==> src/rtl/fpc_pkg.sv <==
package fpc_pkg;
  localparam int CLS_N    = 6;
  localparam int CLS_ZERO = 0;
  localparam int CLS_SUB  = 1;
  localparam int CLS_NORM = 2;
  localparam int CLS_INF  = 3;
  localparam int CLS_QNAN = 4;
  localparam int CLS_SNAN = 5;
  typedef logic [CLS_N-1:0] cls_t;
endpackage

==> src/rtl/fpc_classify.sv <==
module fpc_classify
  import fpc_pkg::*;
#(
  parameter int EXP_W  = 8,
  parameter int FRAC_W = 23
) (
  input  logic [EXP_W+FRAC_W:0] op,
  input  logic                  quiet_hi,
  output cls_t                  cls,
  output logic                  is_snan
);
  logic exp_ones, exp_zero, frac_nz, top_bit;

  always_comb begin
    exp_ones = &op[FRAC_W +: EXP_W];
    exp_zero = ~|op[FRAC_W +: EXP_W];
    frac_nz  = |op[FRAC_W-1:0];
    top_bit  = op[FRAC_W-1];
    cls      = '0;
    if (exp_ones) begin
      if (!frac_nz)                cls[CLS_INF]  = 1'b1;
      else if (top_bit ^ quiet_hi) cls[CLS_SNAN] = 1'b1;
      else                         cls[CLS_QNAN] = 1'b1;
    end else if (exp_zero) begin
      if (frac_nz) cls[CLS_SUB]  = 1'b1;
      else         cls[CLS_ZERO] = 1'b1;
    end else begin
      cls[CLS_NORM] = 1'b1;
    end
    is_snan = cls[CLS_SNAN];
  end

  // One class per operand
  always_comb begin
    assert_cls_onehot_R1: assert ($countones(cls) == 1);
  end
endmodule

==> src/rtl/fpc_quiet.sv <==
module fpc_quiet #(
  parameter int EXP_W  = 8,
  parameter int FRAC_W = 23
) (
  input  logic [EXP_W+FRAC_W:0] op,
  input  logic                  is_snan,
  input  logic                  quiet_hi,
  output logic [EXP_W+FRAC_W:0] res
);
  localparam int TOP = FRAC_W - 1;
  logic [FRAC_W-1:0] frac;

  always_comb begin
    frac = op[FRAC_W-1:0];
    if (is_snan) begin
      if (quiet_hi) begin
        frac[TOP] = 1'b1;
      end else begin
        frac[TOP] = 1'b0;
        if (frac == '0) frac[TOP-1] = 1'b1;
      end
    end
    res = {op[EXP_W+FRAC_W:FRAC_W], frac};
  end

  always_comb begin
    if (!is_snan) begin
      assert_passthru_R7: assert (res == op);
    end else begin
      assert_nan_kept_R6: assert ((&res[FRAC_W +: EXP_W]) && (|res[FRAC_W-1:0]));
      if (quiet_hi) begin
        assert_qbit_set_R5: assert (res[TOP] && res[TOP-1:0] == op[TOP-1:0]);
      end
    end
  end
endmodule

==> src/rtl/fpc_sticky.sv <==
module fpc_sticky (
  input  logic clk,
  input  logic rst,
  input  logic set,
  input  logic clr,
  output logic flag
);
  always_ff @(posedge clk) begin
    if (rst)      flag <= 1'b0;
    else if (set) flag <= 1'b1;
    else if (clr) flag <= 1'b0;
  end

  assert_flag_set_R8: assert property (@(posedge clk) disable iff (rst)
    set |=> flag);
  assert_flag_holds_R8: assert property (@(posedge clk) disable iff (rst)
    (flag && !clr) |=> flag);
  assert_flag_clear_R9: assert property (@(posedge clk) disable iff (rst)
    (clr && !set) |=> !flag);
endmodule

==> src/rtl/fp32_nan_guard.sv <==
module fp32_nan_guard
  import fpc_pkg::*;
#(
  parameter int EXP_W   = 8,
  parameter int FRAC_W  = 23,
  parameter bit REG_OUT = 1'b1
) (
  input  logic                  clk,
  input  logic                  rst,
  input  logic                  op_valid,
  input  logic [EXP_W+FRAC_W:0] op_in,
  input  logic                  quiet_hi,
  input  logic                  flag_clr,
  output logic                  res_valid,
  output logic [EXP_W+FRAC_W:0] res_out,
  output logic [CLS_N-1:0]      cls_out,
  output logic                  invalid_flag
);
  localparam int W = EXP_W + FRAC_W + 1;

  cls_t          cls_c;
  logic          snan_c;
  logic [W-1:0]  res_c;

  fpc_classify #(.EXP_W(EXP_W), .FRAC_W(FRAC_W)) u_cls (
    .op(op_in), .quiet_hi(quiet_hi), .cls(cls_c), .is_snan(snan_c)
  );

  fpc_quiet #(.EXP_W(EXP_W), .FRAC_W(FRAC_W)) u_qt (
    .op(op_in), .is_snan(snan_c), .quiet_hi(quiet_hi), .res(res_c)
  );

  fpc_sticky u_flag (
    .clk(clk), .rst(rst), .set(op_valid & snan_c), .clr(flag_clr),
    .flag(invalid_flag)
  );

  generate
    if (REG_OUT) begin : g_reg
      always_ff @(posedge clk) begin
        if (rst) begin
          res_valid <= 1'b0;
          res_out   <= '0;
          cls_out   <= '0;
        end else begin
          res_valid <= op_valid;
          res_out   <= res_c;
          cls_out   <= cls_c;
        end
      end

      assert_valid_follows_R10: assert property (@(posedge clk) disable iff (rst)
        op_valid |=> res_valid);
      assert_out_onehot_R1: assert property (@(posedge clk) disable iff (rst)
        res_valid |-> $countones(cls_out) == 1);
      assert_idle_flag_R11: assert property (@(posedge clk) disable iff (rst)
        (!op_valid && !flag_clr) |=> $stable(invalid_flag));
    end else begin : g_comb
      always_comb begin
        res_valid = op_valid;
        res_out   = res_c;
        cls_out   = cls_c;
      end
    end
  endgenerate
endmodule

==> config.mk <==
export PLATFORM = sky130hd
export DESIGN_NAME = fp32_nan_guard
export DESIGN_NICKNAME = d
export VERILOG_FILES = /design/src/rtl/fpc_pkg.sv /design/src/rtl/fpc_classify.sv /design/src/rtl/fpc_quiet.sv /design/src/rtl/fpc_sticky.sv /design/src/rtl/fp32_nan_guard.sv
export SDC_FILE = /design/constraint.sdc
export NUM_CORES = 1
export LEC_CHECK = 0
export ABC_AREA = 1
export BUFFER_PORTS_ARGS = -buffer_cell sky130_fd_sc_hd__buf_2
export CORE_ASPECT_RATIO = 1.75
export CORE_MARGIN = 4
export CORE_UTILIZATION = 46
export DETAILED_ROUTE_END_ITERATION = 10
export PLACE_DENSITY = 0.83
export SLEW_MARGIN = 10
export SYNTH_ARGS = -nofsm -noshare
export SYNTH_HDL_FRONTEND = slang
export SYNTH_SLANG_ARGS = --single-unit
export TNS_END_PERCENT = 100
==> constraint.sdc <==
create_clock -name clk -period 1.2 [get_ports clk]
set_clock_uncertainty 0.15 [all_clocks]
set_input_delay 0 -clock clk [delete_from_list [all_inputs] [get_ports clk]]
set_output_delay 0 -clock clk [all_outputs]
set_load 0.005 [all_outputs]
# --- Word-level counts from Yosys, hierarchy flattened ---
# Index checks and enable logic that the tools add are counted.
totals:
  reg_bits: 40
  input_bits: 37
  out_inout_bits: 40
  wordCells: 34
classes:
  mux: 13
  n_bitwise: 4
  reduce_logical: 9
op_table:
  columns: ["cell", "n"]
  rows:
  - ["23-bit OR reduction", 1]
  - ["22-bit logical NOT", 1]
  - ["1-bit two-way mux", 10]
  - ["10-bit OR reduction", 1]
  - ["8-bit AND reduction", 1]
  - ["8-bit OR reduction", 1]
  - ["2-bit two-way mux", 2]
  - ["2-bit OR reduction", 2]
  - ["3-bit two-way mux", 1]
  - ["3-bit OR reduction", 1]
  - ["1-bit NOT", 2]
  - ["2-bit nonzero test", 1]
  - ["1-bit AND", 1]
  - ["1-bit XOR", 1]

# --- Depth between registers and ports, before layout ---
depth:
  depth_word: 6
  ltp_mapped: 6
  ltp_nobuf: 6

# --- Hierarchy ---
# A second synthesis with hierarchy kept.
unflattened:
  hier_cells: 237
  area_unflattened_um2: 1712.9
modules_own_cells:
  columns: ["mod", "n_inst", "cells_each", "area_per_inst_um2", "seq_area_each_um2"]
  rows:
  - ["fp32_nan_guard", 1, 123, 1113.6, 780.7]
  - ["fpc_quiet", 1, 57, 330.3, 0.0]
  - ["fpc_classify", 1, 52, 229.0, 0.0]
  - ["fpc_sticky", 1, 5, 40.0, 20.0]

# --- Worst setup path after synthesis ---
# No wires, ideal clock.
synth_path:
  path_kind: "input-to-reg"
  from: "in op_in[11]"
  to: "reg res_out[21]"
  setup_ns: 0.120
  arrival_ns: 0.557
  required_ns: 0.930
  slack_ns: 0.374
  stages: 6
  n_path_buf: 0
  path_cell_list: "nor2_1 -> nand2_1 -> nor2_4 -> nand3_4 -> nand4_1 -> o21bai_2"
synth_between:
  elab_chain_len: 4
  word_cells_on_any_way: 7
  classes_between: "mux: 5; reduce/logical: 2"
synth_lines:
  columns: ["element", "line_no", "source"]
  rows:
  - ["start: declaration", "fp32_nan_guard.sv:11", "input logic [EXP_W+FRAC_W:0] op_in,"]
  - ["23-bit OR reduction / 22-bit logical NOT (equally long branches)", "fpc_classify.sv:17, fpc_quiet.sv:20", null]
  - ["2-bit two-way mux / 1-bit two-way mux (equally long branches)", "fpc_classify.sv:21, fpc_quiet.sv:20", null]
  - ["3-bit two-way mux / 1-bit two-way mux (equally long branches)", "fpc_classify.sv:20, fpc_quiet.sv:16", null]
  - ["2-bit two-way mux *", "fpc_quiet.sv:15", "if (is_snan) begin"]
  - ["end signal: assignment", "fp32_nan_guard.sv:47", "res_out <= res_c;"]
  - ["end: declaration", "fp32_nan_guard.sv:15", "output logic [EXP_W+FRAC_W:0] res_out,"]
# Every way passes the cells marked *; elsewhere a longest branch is shown, timed or not.
# A chain may end at the register's enable or synchronous reset.

# --- Final worst setup path ---
layout_path:
  from: "in op_in[22]"
  to: "reg res_out[21]"
layout_between:
  elab_chain_len: 5
  word_cells_on_any_way: 6
  classes_between: "mux: 4; bitwise: 1; reduce/logical: 1"
layout_lines:
  columns: ["element", "line_no", "source"]
  rows:
  - ["branches (longest 2 deep; another with 23-bit OR reduction)", null, null]
  - ["2-bit two-way mux *", "fpc_classify.sv:21", "if (!frac_nz) cls[CLS_INF] = 1'b1;"]
  - ["3-bit two-way mux *", "fpc_classify.sv:20", "if (exp_ones) begin"]
  - ["2-bit two-way mux *", "fpc_quiet.sv:15", null]
# Mark *: on every way between the ends.

==> impl_metrics.env <==
export IMPL_placedCellCount=259
export IMPL_ys_ff_latch=40
export IMPL_nets=307
export IMPL_crit_buf_inv=2
export IMPL_rows=26
export IMPL_ioPinCount=77
export IMPL_critPathMaxFanout=3
export IMPL_synth_edff_count=0
export IMPL_drtAntennaViolNets=0
export IMPL_instances_no_fill=299
export IMPL_status="finished, violations left"
export IMPL_violations="negative hold slack"
export IMPL_drt_total_wl_mm=4.104
export IMPL_ys_seq_area_frac=0.5829
export IMPL_antenna_found_initial=0
export IMPL_synth_area_per_cell_sq_um=8.750
export IMPL_hold_path_class="in -> reg"
export IMPL_cp_start_kind="primary input"
export IMPL_p_per_area_mw_per_mm2=1292
export IMPL_async_flop_share=0
export IMPL_path_class="in -> reg"
export IMPL_cts_root_buffer="clkbuf_8"
export IMPL_antennaDiodeCount=0
export IMPL_synthFlopType="dfxtp_1"
export IMPL_wire_per_inst_um=13.73
export IMPL_yosysWarnings=0
export IMPL_io_buffers=76
export IMPL_cts_tree="built"
export IMPL_leakage_nw=1.227
export IMPL_max_freq_mhz=869.2
export IMPL_via_count=1400
export IMPL_cap_violations=0
export IMPL_crit_required_ns=1.27
export IMPL_path_cells="buf_2 > dlygate4sd3_1 > xor2_2 > nand4_1 > o21bai_2"
export IMPL_clock_latency_ns=0.29
export IMPL_die_w_um=49.31
export IMPL_core_sq_mm=0.002895
export IMPL_pre_cts_slack_ns=0.1579
export IMPL_ys_types=21
export IMPL_clkTransAtPathRegs_ns=0.07
export IMPL_hold_viol=3
export IMPL_grt_pass1_vias=1432
export IMPL_gp_congestion=0.8055
export IMPL_cts_hold_buf=38
export IMPL_area_delta_synth_final_pct=65.76
export IMPL_cts_max_path_buffers=2
export IMPL_cpPeakStageDelay_ns=0.59
export IMPL_final_setup_tns_ns=0
export IMPL_layout_common_cells="70 x buf_2, 40 x nor2_1, 40 x dfxtp_1"
export IMPL_dieArea_sq_mm=0.003959
export IMPL_syn_cell_area_sq_mm=0.001374
export IMPL_endpoint_kind="flip-flop"
export IMPL_slew_headroom=0.7327
export IMPL_fin_util=0.7865
export IMPL_grt_ovfl_total=0
export IMPL_first_pass_iters=4
export IMPL_cts_buffers=5
export IMPL_setup_viol=0
export IMPL_drt_initial_drc_count=27
export IMPL_synth_nets=194
export IMPL_crit_arrival_ns=1.22
export IMPL_grt_pass1_wl_mm=6.472
export IMPL_drc=0
export IMPL_postCtsSetupBuffers=0
export IMPL_post_dp_hpwl_mm=2.489
export IMPL_grt_usage=0.2188
export IMPL_cp_slowest_cell="dlygate4sd3_1"
export IMPL_worst_slack_ns=0.04954
export IMPL_fin_crit_ns=1.150
export IMPL_syn_inst=157
export IMPL_cts_sinks=40
export IMPL_max_vdd_ir_drop_mv=1.184
export IMPL_viasPerCell=4.682
export IMPL_cts_htree_levels=2
export IMPL_drive_gt1_frac=0.3801
export IMPL_worst_pin_slew_ns=0.4009
export IMPL_period_share=0.9587
export IMPL_grt_start_max_net_pins=13
export IMPL_die_h_um=80.30
export IMPL_final_common_cell="buf_2"
export IMPL_final_fill_count=184
export IMPL_hold_slack_ns=-0.03421
export IMPL_start_util=0.4745
export IMPL_slew_viol_final=0
export IMPL_critPathTopFamily="buffers and inverters"
-- path summary, 6_finish.rpt --
kind,from,to,slack (ns),depth (start not counted)
max reg2reg,u_flag.flag$_SDFFE_PP0P_,u_flag.flag$_SDFFE_PP0P_,0.50,2
max,op_in[22],res_out[21]$_SDFF_PP0_,0.05,5
min reg2reg,u_flag.flag$_SDFFE_PP0P_,u_flag.flag$_SDFFE_PP0P_,0.34,2
min,op_in[12],cls_out[0]$_SDFF_PP0_,-0.03,6
-- registers in the layout (all words and copies together), names as in the netlist --
register     count
cls_out          6
u_flag.flag      1
res_valid        1
res_out         32
-- kinds of logic (layout without fill, tap and decap cells) --
family | count (synthesis) | after routing | share of synthesized area
AND/OR/NAND/NOR | 73 | 73 | 0.2778
buffers and inverters | 41 | 155 | 0.1202
flip-flops | 40 | 40 | 0.5829
AO/OA/AOI/OAI | 2 | 2 | 0.01275
XOR/XNOR | 1 | 1 | 0.006376
-- cell usage after synthesis, types with 2 or more instances --
library cell | count | area [sq um]
dfxtp_1 | 40 | 800.8
buf_2 | 3 | 15.01
inv_1 | 36 | 135.1
nor2_2 | 5 | 31.28
nor2_1 | 41 | 153.9
nand2_2 | 5 | 31.28
nand2_1 | 5 | 18.77
nand4_1 | 6 | 37.54
nor2_4 | 3 | 33.78
nand3_1 | 2 | 10.01
-- layer usage --
metal | vias up | routed length (um) | track usage
met5 | - | 0 | 0
met4 | 0 | 149 | 0.1054
met3 | 15 | 163 | 0.05380
met2 | 44 | 2451 | 0.4288
met1 | 659 | 1340 | 0.2035
li1 | 682 | - | -
-- metrics by stage --
step	total power, mW	cell area (sq um)
after floorplan	1.542	1374
after global placement	1.680	1778
after detailed placement	1.689	1778
after CTS	2.941	2285
after global routing	3.066	2277
final	2.942	2277
-- cell type report --
cell class | instances | area, sq um | share of cell area
clock inverters | 1 | 30.03 | 0.01319
multi-input cells | 76 | 425.4 | 0.1868
clock buffers | 7 | 96.34 | 0.04231
repair buffers | 110 | 750.7 | 0.3297
flip-flops and latches | 40 | 800.8 | 0.3516
well taps | 28 | 35.03 | 0.01538
inverters | 37 | 138.9 | 0.06099
-- power by group --
| group | switching [mW] | total, mW | internal [mW] |
|---|---|---|---|
| clock | 0.444 | 1.18 | 0.733 |
| combinational | 0.167 | 0.365 | 0.198 |
| sequential | 0.0122 | 1.40 | 1.39 |
-- timing repair --
action | in CTS | in global routing
hold endpoints to repair | 38 | 2
gates resized for setup | 0 | 8
endpoints found under the setup margin | 0 | 7
-- worst min-delay path, delay by kind of cell --
kind	cells	cell delay (ns)
buffers and inverters	1	0.09
and+or+nand+nor	5	0.27
(Power assumes the default switching activity.)
